<file path="src/rtl/txu_pkg.sv">
package txu_pkg;
  localparam int BYTE_W = 8;

  typedef struct packed {
    logic              is_ctrl;
    logic [BYTE_W-1:0] value;
  } txu_char_t;
endpackage

</file>
<file path="src/rtl/txu_lane_pick.sv">
module txu_lane_pick
  import txu_pkg::*;
#(
  parameter int LANES = 4,
  localparam int IDX_W = (LANES > 1) ? $clog2(LANES) : 1,
  localparam int WORD_W = LANES * (BYTE_W + 1)
) (
  input  logic [WORD_W-1:0] word_i,
  input  logic [IDX_W-1:0]  lane_i,
  output logic [BYTE_W-1:0] byte_o,
  output logic              flag_o,
  output logic              last_lane_o
);
  logic [BYTE_W-1:0] lane_byte [LANES];
  logic [LANES-1:0]  lane_flag;

  // Lane 0 is the most significant byte; its flag is the topmost bit.
  for (genvar g = 0; g < LANES; g++) begin : g_lane
    assign lane_byte[g] = word_i[(LANES-1-g)*BYTE_W +: BYTE_W];
    assign lane_flag[g] = word_i[LANES*BYTE_W + (LANES-1-g)];
  end

  always_comb begin
    byte_o      = lane_byte[lane_i];
    flag_o      = lane_flag[lane_i];
    last_lane_o = (lane_i == IDX_W'(LANES-1));
  end
endmodule

</file>
<file path="src/rtl/txu_char_form.sv">
module txu_char_form
  import txu_pkg::*;
(
  input  logic [BYTE_W-1:0] byte_i,
  input  logic              flag_i,
  output txu_char_t         char_o,
  output logic              drop_o
);
  always_comb begin
    drop_o         = flag_i & byte_i[BYTE_W-1];
    char_o.is_ctrl = flag_i;
    if (flag_i) begin
      char_o.value = {{(BYTE_W-1){1'b0}}, byte_i[0]};
    end else begin
      char_o.value = byte_i;
    end
  end
endmodule

</file>
<file path="src/rtl/txu_word_seq.sv">
module txu_word_seq
  import txu_pkg::*;
#(
  parameter int LANES = 4,
  localparam int IDX_W = (LANES > 1) ? $clog2(LANES) : 1,
  localparam int WORD_W = LANES * (BYTE_W + 1)
) (
  input  logic              clk,
  input  logic              rst_n,
  input  logic              in_valid,
  output logic              in_ready,
  input  logic [WORD_W-1:0] in_word,
  input  logic              out_ready,
  output logic              out_valid,
  input  logic              lane_flag,
  input  logic              lane_drop,
  input  logic              lane_is_last,
  output logic [WORD_W-1:0] word_q,
  output logic [IDX_W-1:0]  lane_q
);
  logic              have_q, have_d;
  logic [WORD_W-1:0] word_d;
  logic [IDX_W-1:0]  lane_d;
  logic              word_end, finish, load, advance, fire;

  always_comb begin
    word_end  = lane_flag | lane_is_last;
    out_valid = have_q & ~lane_drop;
    fire      = out_valid & out_ready;
    finish    = have_q & word_end & (lane_drop | out_ready);
    in_ready  = ~have_q | finish;
    load      = in_valid & in_ready;
    advance   = fire & ~word_end;

    have_d = have_q;
    word_d = word_q;
    lane_d = lane_q;
    if (finish) begin
      have_d = 1'b0;
    end
    if (advance) begin
      lane_d = lane_q + IDX_W'(1);
    end
    if (load) begin
      have_d = 1'b1;
      word_d = in_word;
      lane_d = '0;
    end
  end

  always_ff @(posedge clk or negedge rst_n) begin
    if (!rst_n) begin
      have_q <= 1'b0;
      lane_q <= '0;
    end else begin
      have_q <= have_d;
      lane_q <= lane_d;
    end
  end

  // Data register: clock-enabled on load, no reset needed.
  always_ff @(posedge clk) begin
    if (load) begin
      word_q <= word_d;
    end
  end

  p_idle_silent_r1: assert property (@(posedge clk) disable iff (!rst_n)
    !have_q |-> !out_valid);

  p_lane_step_r2: assert property (@(posedge clk) disable iff (!rst_n)
    (out_valid && out_ready && !lane_flag && !lane_is_last && !in_valid)
    |=> (lane_q == $past(lane_q) + IDX_W'(1)));

  p_drop_silent_r5: assert property (@(posedge clk) disable iff (!rst_n)
    (have_q && lane_flag && lane_drop) |-> !out_valid);

  p_take_at_end_r7: assert property (@(posedge clk) disable iff (!rst_n)
    (in_valid && in_ready && have_q) |-> (word_end && (lane_drop || out_ready)));
endmodule

</file>
<file path="src/rtl/tx_unpacker.sv">
module tx_unpacker
  import txu_pkg::*;
#(
  parameter int LANES = 4,
  localparam int IDX_W = (LANES > 1) ? $clog2(LANES) : 1,
  localparam int WORD_W = LANES * (BYTE_W + 1)
) (
  input  logic              clk,
  input  logic              rst_n,
  input  logic              in_valid,
  output logic              in_ready,
  input  logic [WORD_W-1:0] in_word,
  output logic              out_valid,
  input  logic              out_ready,
  output logic              out_ctrl,
  output logic [BYTE_W-1:0] out_data
);
  logic [WORD_W-1:0] word_q;
  logic [IDX_W-1:0]  lane_q;
  logic [BYTE_W-1:0] cur_byte;
  logic              cur_flag, cur_last, cur_drop;
  txu_char_t         cur_char;

  txu_word_seq #(.LANES(LANES)) i_seq (
    .clk         (clk),
    .rst_n       (rst_n),
    .in_valid    (in_valid),
    .in_ready    (in_ready),
    .in_word     (in_word),
    .out_ready   (out_ready),
    .out_valid   (out_valid),
    .lane_flag   (cur_flag),
    .lane_drop   (cur_drop),
    .lane_is_last(cur_last),
    .word_q      (word_q),
    .lane_q      (lane_q)
  );

  txu_lane_pick #(.LANES(LANES)) i_pick (
    .word_i     (word_q),
    .lane_i     (lane_q),
    .byte_o     (cur_byte),
    .flag_o     (cur_flag),
    .last_lane_o(cur_last)
  );

  txu_char_form i_form (
    .byte_i(cur_byte),
    .flag_i(cur_flag),
    .char_o(cur_char),
    .drop_o(cur_drop)
  );

  assign out_ctrl = cur_char.is_ctrl;
  assign out_data = cur_char.value;

  p_ctrl_value_r3: assert property (@(posedge clk) disable iff (!rst_n)
    (out_valid && out_ctrl) |-> (out_data[BYTE_W-1:1] == '0));

  p_hold_r8: assert property (@(posedge clk) disable iff (!rst_n)
    (out_valid && !out_ready) |=> (out_valid && $stable(out_ctrl) && $stable(out_data)));
endmodule

</file>
<file path="config.mk">
export PLATFORM = sky130hd
export DESIGN_NAME = tx_unpacker
export DESIGN_NICKNAME = d
export VERILOG_FILES = /design/src/rtl/txu_pkg.sv /design/src/rtl/txu_lane_pick.sv /design/src/rtl/txu_char_form.sv /design/src/rtl/txu_word_seq.sv /design/src/rtl/tx_unpacker.sv
export SDC_FILE = /design/constraint.sdc
export NUM_CORES = 1
export LEC_CHECK = 0
export BUFFER_PORTS_ARGS = -buffer_cell sky130_fd_sc_hd__buf_2
export CAP_MARGIN = 15
export CORE_UTILIZATION = 53
export DETAILED_ROUTE_END_ITERATION = 16
export GPL_TIMING_DRIVEN = 0
export PLACE_DENSITY = 0.83
export SETUP_SLACK_MARGIN = 0.2
export SYNTH_ARGS = -nofsm -noshare
export SYNTH_HDL_FRONTEND = slang
export SYNTH_HIERARCHICAL = 1
export SYNTH_SLANG_ARGS = --single-unit
</file>
<file path="constraint.sdc">
create_clock -name clk -period 14.85 [get_ports clk]
set_clock_uncertainty 0.2 [all_clocks]
set_input_delay 1.485 -clock clk [delete_from_list [all_inputs] [get_ports clk]]
set_output_delay 1.485 -clock clk [all_outputs]
set_load 0.1 [all_outputs]
</file>
======== Word level (Yosys, flattened, before mapping) ========
Index checks and enable logic that the tools add are counted.
word-level totals
  flip-flop bits (word level) ............. 39
  input port bits ......................... 40
  output and inout port bits .............. 11
  word-level logic and storage cells ...... 33
cells by class
  $add $sub $neg .......................... 1
  magnitude comparators ................... 2
  equality and inequality tests ........... 1
  muxes and demuxes ....................... 10
  bitwise operators ....................... 14
  reductions and logical operators ........ 2
operators with widths
  operator                                                               count
  8-bit two-way mux                                                      3
  8-bit binary-select mux with 2-bit select                              1
  1-bit bitwise AND                                                      7
  2-bit two-way mux                                                      2
  2-bit nonzero test                                                     2
  3-bit >= comparator (second input constant)                            1
  2-bit by 3-bit < comparator with 1-bit output (second input constant)  1
  1-bit two-way mux                                                      3
  1-bit inverter                                                         3
  2-bit inverter with 3-bit output                                       1
  1-bit bitwise OR                                                       3
  2-bit by 1-bit adder with 2-bit output (second input constant)         1
  1-bit binary-select mux with 2-bit select                              1
  2-bit == test (second input constant)                                  1

======== Depth between registers and ports, before layout ========
  word-level depth ........................ 11
  depth in mapped cells ................... 6
  mapped depth without buffers ............ 5

======== Hierarchy ========
Netlist, hierarchy kept.
modules (own cells, without submodules)
  module         instances  cells each  area each (um^2)  seq. area each (um^2)
  txu_word_seq   1          53          1242.4            1156.1
  txu_lane_pick  1          12          226.5             0.0
  txu_char_form  1          10          83.8              0.0

======== Worst setup path after synthesis ========
OpenSTA, ideal clock, no wires.
  kind .................................... input -> register
  start ................................... in out_ready
  end ..................................... reg i_seq.word_q[0], enable pin
  library setup time ...................... 490 ps
  data arrival time ....................... 4347 ps
  required time ........................... 14160 ps
  slack ................................... 9813 ps
  stages on the path ...................... 2
  path buffers ............................ 0
  cells stage by stage .................... o22ai_1 > a21boi_0
between the ends
  longest elaborated chain between the ends .. 4
RTL lines
  what                  RTL line            source
  from (decl)           tx_unpacker.sv:14   input logic out_ready,
  1-bit bitwise OR      txu_word_seq.sv:30  finish = have_q & word_end & (lane_drop | out_ready);
  1-bit bitwise AND     txu_word_seq.sv:30
  1-bit bitwise OR      txu_word_seq.sv:31  in_ready = ~have_q | finish;
  1-bit bitwise AND     txu_word_seq.sv:32  load = in_valid & in_ready;
  to (signal assigned)  txu_word_seq.sv:64  word_q <= word_d;
  to (decl)             txu_word_seq.sv:18  output logic [WORD_W-1:0] word_q,
Every way passes these cells.
A chain may end at the register's enable or synchronous reset.

======== Final worst setup path ========
  start ................................... reg i_seq.lane_q[0]
  end ..................................... out in_ready
between the ends
  elaborated cells on any way between the ends .. 13
  classes of those cells .................. 1 x eq/ne; 5 x mux; 7 x bitwise
RTL lines
  what                                       RTL line             source
  from (decl)                                txu_word_seq.sv:19   output logic [IDX_W-1:0] lane_q
  from (signal assigned)                     txu_word_seq.sv:57   lane_q <= lane_d;
  1-bit binary-select mux with 2-bit select  txu_lane_pick.sv:25  flag_o = lane_flag[lane_i];
  1-bit two-way mux (not written as such)    txu_lane_pick.sv:25
  via cur_flag                               tx_unpacker.sv:21    logic cur_flag, cur_last, cur_drop;
  1-bit bitwise AND                          txu_char_form.sv:10  drop_o = flag_i & byte_i[BYTE_W-1];
  via cur_drop                               tx_unpacker.sv:21
  1-bit bitwise OR                           txu_word_seq.sv:30
  1-bit bitwise AND                          txu_word_seq.sv:30
  1-bit bitwise OR                           txu_word_seq.sv:31
  to (decl)                                  tx_unpacker.sv:11    output logic in_ready,
The timed path passes the listed nets, and every way through them passes these cells. The select of a mux whose other input is x is not followed.

==> run metrics <==
CP Launch Type=register; Tcrit/Tclk final=0.287; ANT cells=0; via count=881; Yosys top cell by area=edfxtp_1; top-area cell type share of the netlist area=0.696; DP HPWL=1890 um; TritonCTS Buffers=5; top post-synthesis cells by area=edfxtp_1 (70%), mux4_2 (13%), dfrtp_1 (4.8%), and2b_2 (4.5%), and2_2 (0.97%); multi-input logic area=373 um^2; Seq/Total Area, Yosys=0.745; Final nets=173; 1st-pass router iterations=4; # Post-CTS Setup Buffers=0; Filler cells=187; initial antenna violation count=0; count leader, synth=edfxtp_1; vias in the first global route=894; Final Setup Violations=0; Final Hold Vio Count=0; gr usage total=0.185; RSZ-0062 raised after global routing=false; max cap viols=0; status=completed; Cell Rows=19; DRT Wirelength=2620 um; PortBufs=50; cts repair resizes=0; min Tclk post-route=4.26 ns; CTS tree=yes; setup TNS=0 ns; count of different cell masters after synthesis=17; first-pass GRT wire length=4070 um; Mean Syn Cell Area=20.7 um^2; WL/cell=15.9 um; Max clock buf depth=2; initial DRC count=36; Post-Syn Nets=115; DRC=0; Area growth syn-to-layout=25.5%; Post-synth EDFFs=36; register area=1160 um^2; CP required=13.16 ns; largest net degree at the start of global routing=31; cell area after synthesis=1550 um^2; CTS Sinks=39; routability congestion estimate=0.680; Slew @ Worst Pin=0.494 ns; Die Height=56.1 um; worst rel slew slack=0.673; share of layout cells above drive strength 1=0.619; CTS clk-pin slew, worst paths=0.10 ns; IO Pins=51; via density per instance=5.34; Die Wd=56.1 um; Hold WS=0.400 ns; Crit. End Element=output port; Clock Root Buffer=clkbuf_4; htree depth=2; register bit total from synthesis=39; Initial Util=0.563; Synth Instances=75; core area=2760 um^2; hold buffer count at CTS=0; Die ar.=3150 um^2; clock latency on the worst-skew pair=0.34 ns; final global-route overflow total=0; yosys warns=6; maximum clock frequency=235 MHz; Slew Viols, Final=0; WS Path Type=reg -> out; Worst EP arrival=2.58 ns; Hold Crit Class=reg -> reg; fraction of registers with async set/reset=0.0769; CP Max Fanout=11; final antenna-violating net count=0; Main synth FF type=edfxtp_1; top post-synthesis cells by count=edfxtp_1 (36), mux4_2 (9), and2b_2 (8)
## state kept, by name, indices dropped and copies added (netlist names)
signal,flops
i_seq/have_q,1
i_seq/lane_q,2
i_seq/word_q,36
## cells in the final DEF (no fill, tap or decap), drive strengths merged, types with 2 or more instances in the layout
cell / synthesis / routed
and2: 2 / 2
and2b: 8 / 8
buf: 4 / 55
clkinv: 0 / 2
edfxtp: 36 / 36
mux4: 9 / 9
o21ai: 2 / 2
nand2: 2 / 2
clkbuf: 0 / 5
dfrtp: 3 / 3
or3: 2 / 2
a21oi: 2 / 2
## critical path, stage by stage, from the launching register on
cell	delay [ns]
dfrtp_1	0.41
buf_6	0.20
mux4_2	0.64
and2_2	0.23
o22ai_1	0.31
nand2_1	0.12
buf_2	0.31
## metrics by stage
stage	setup slack [ns]	instances	util	area (um^2)
global route	10.43	165	0.707	1950
finish	10.59	165	0.707	1950
global placement	8.97	156	0.668	1840
detailed placement	10.81	157	0.679	1870
floorplan	9.81	75	-	1550
CTS	10.56	165	0.707	1950
## worst paths after layout
path / startpoint / to / slack (ns) / cells after the start
max: i_seq/lane_q[0] / in_ready / 10.59 / 6
min reg2reg: i_seq/lane_q[1] / i_seq/lane_q[1] / 0.40 / 2
max in group asynchronous: rst_n / i_seq/have_q / 13.64 / 1
min: i_seq/lane_q[1] / i_seq/lane_q[1] / 0.40 / 2
max reg2reg: i_seq/lane_q[0] / i_seq/lane_q[1] / 11.99 / 6
min in group asynchronous: rst_n / i_seq/lane_q[0] / 0.71 / 1
## area by class of cell
class | count | share of cell area
plain buffers | 4 | 0.0160
clock buffers | 5 | 0.0193
clock inverters | 3 | 0.0199
inverters | 1 | 0.00193
multi-input cells | 31 | 0.191
flip-flops and latches | 39 | 0.593
well taps | 31 | 0.0199
repair buffers | 51 | 0.139
## logic make-up (layout without fill, tap and decap cells)
logic type / count (synthesis) / after routing / synth area share
compound gates: 6 / 6 / 0.0218
flops: 39 / 39 / 0.745
buf+inv: 5 / 64 / 0.0226
simple gates: 16 / 16 / 0.0806
mux: 9 / 9 / 0.131
## metal layers
layer	vias up	wire length [um]	track usage
li1	414	-	-
met5	-	0	0
met2	36	1420	0.311
met4	0	43	0.0836
met3	5	180	0.0744
met1	426	979	0.207
Power is not shown: default switching activity piles up to over one toggle a cycle in this logic, so the estimate is an artifact.
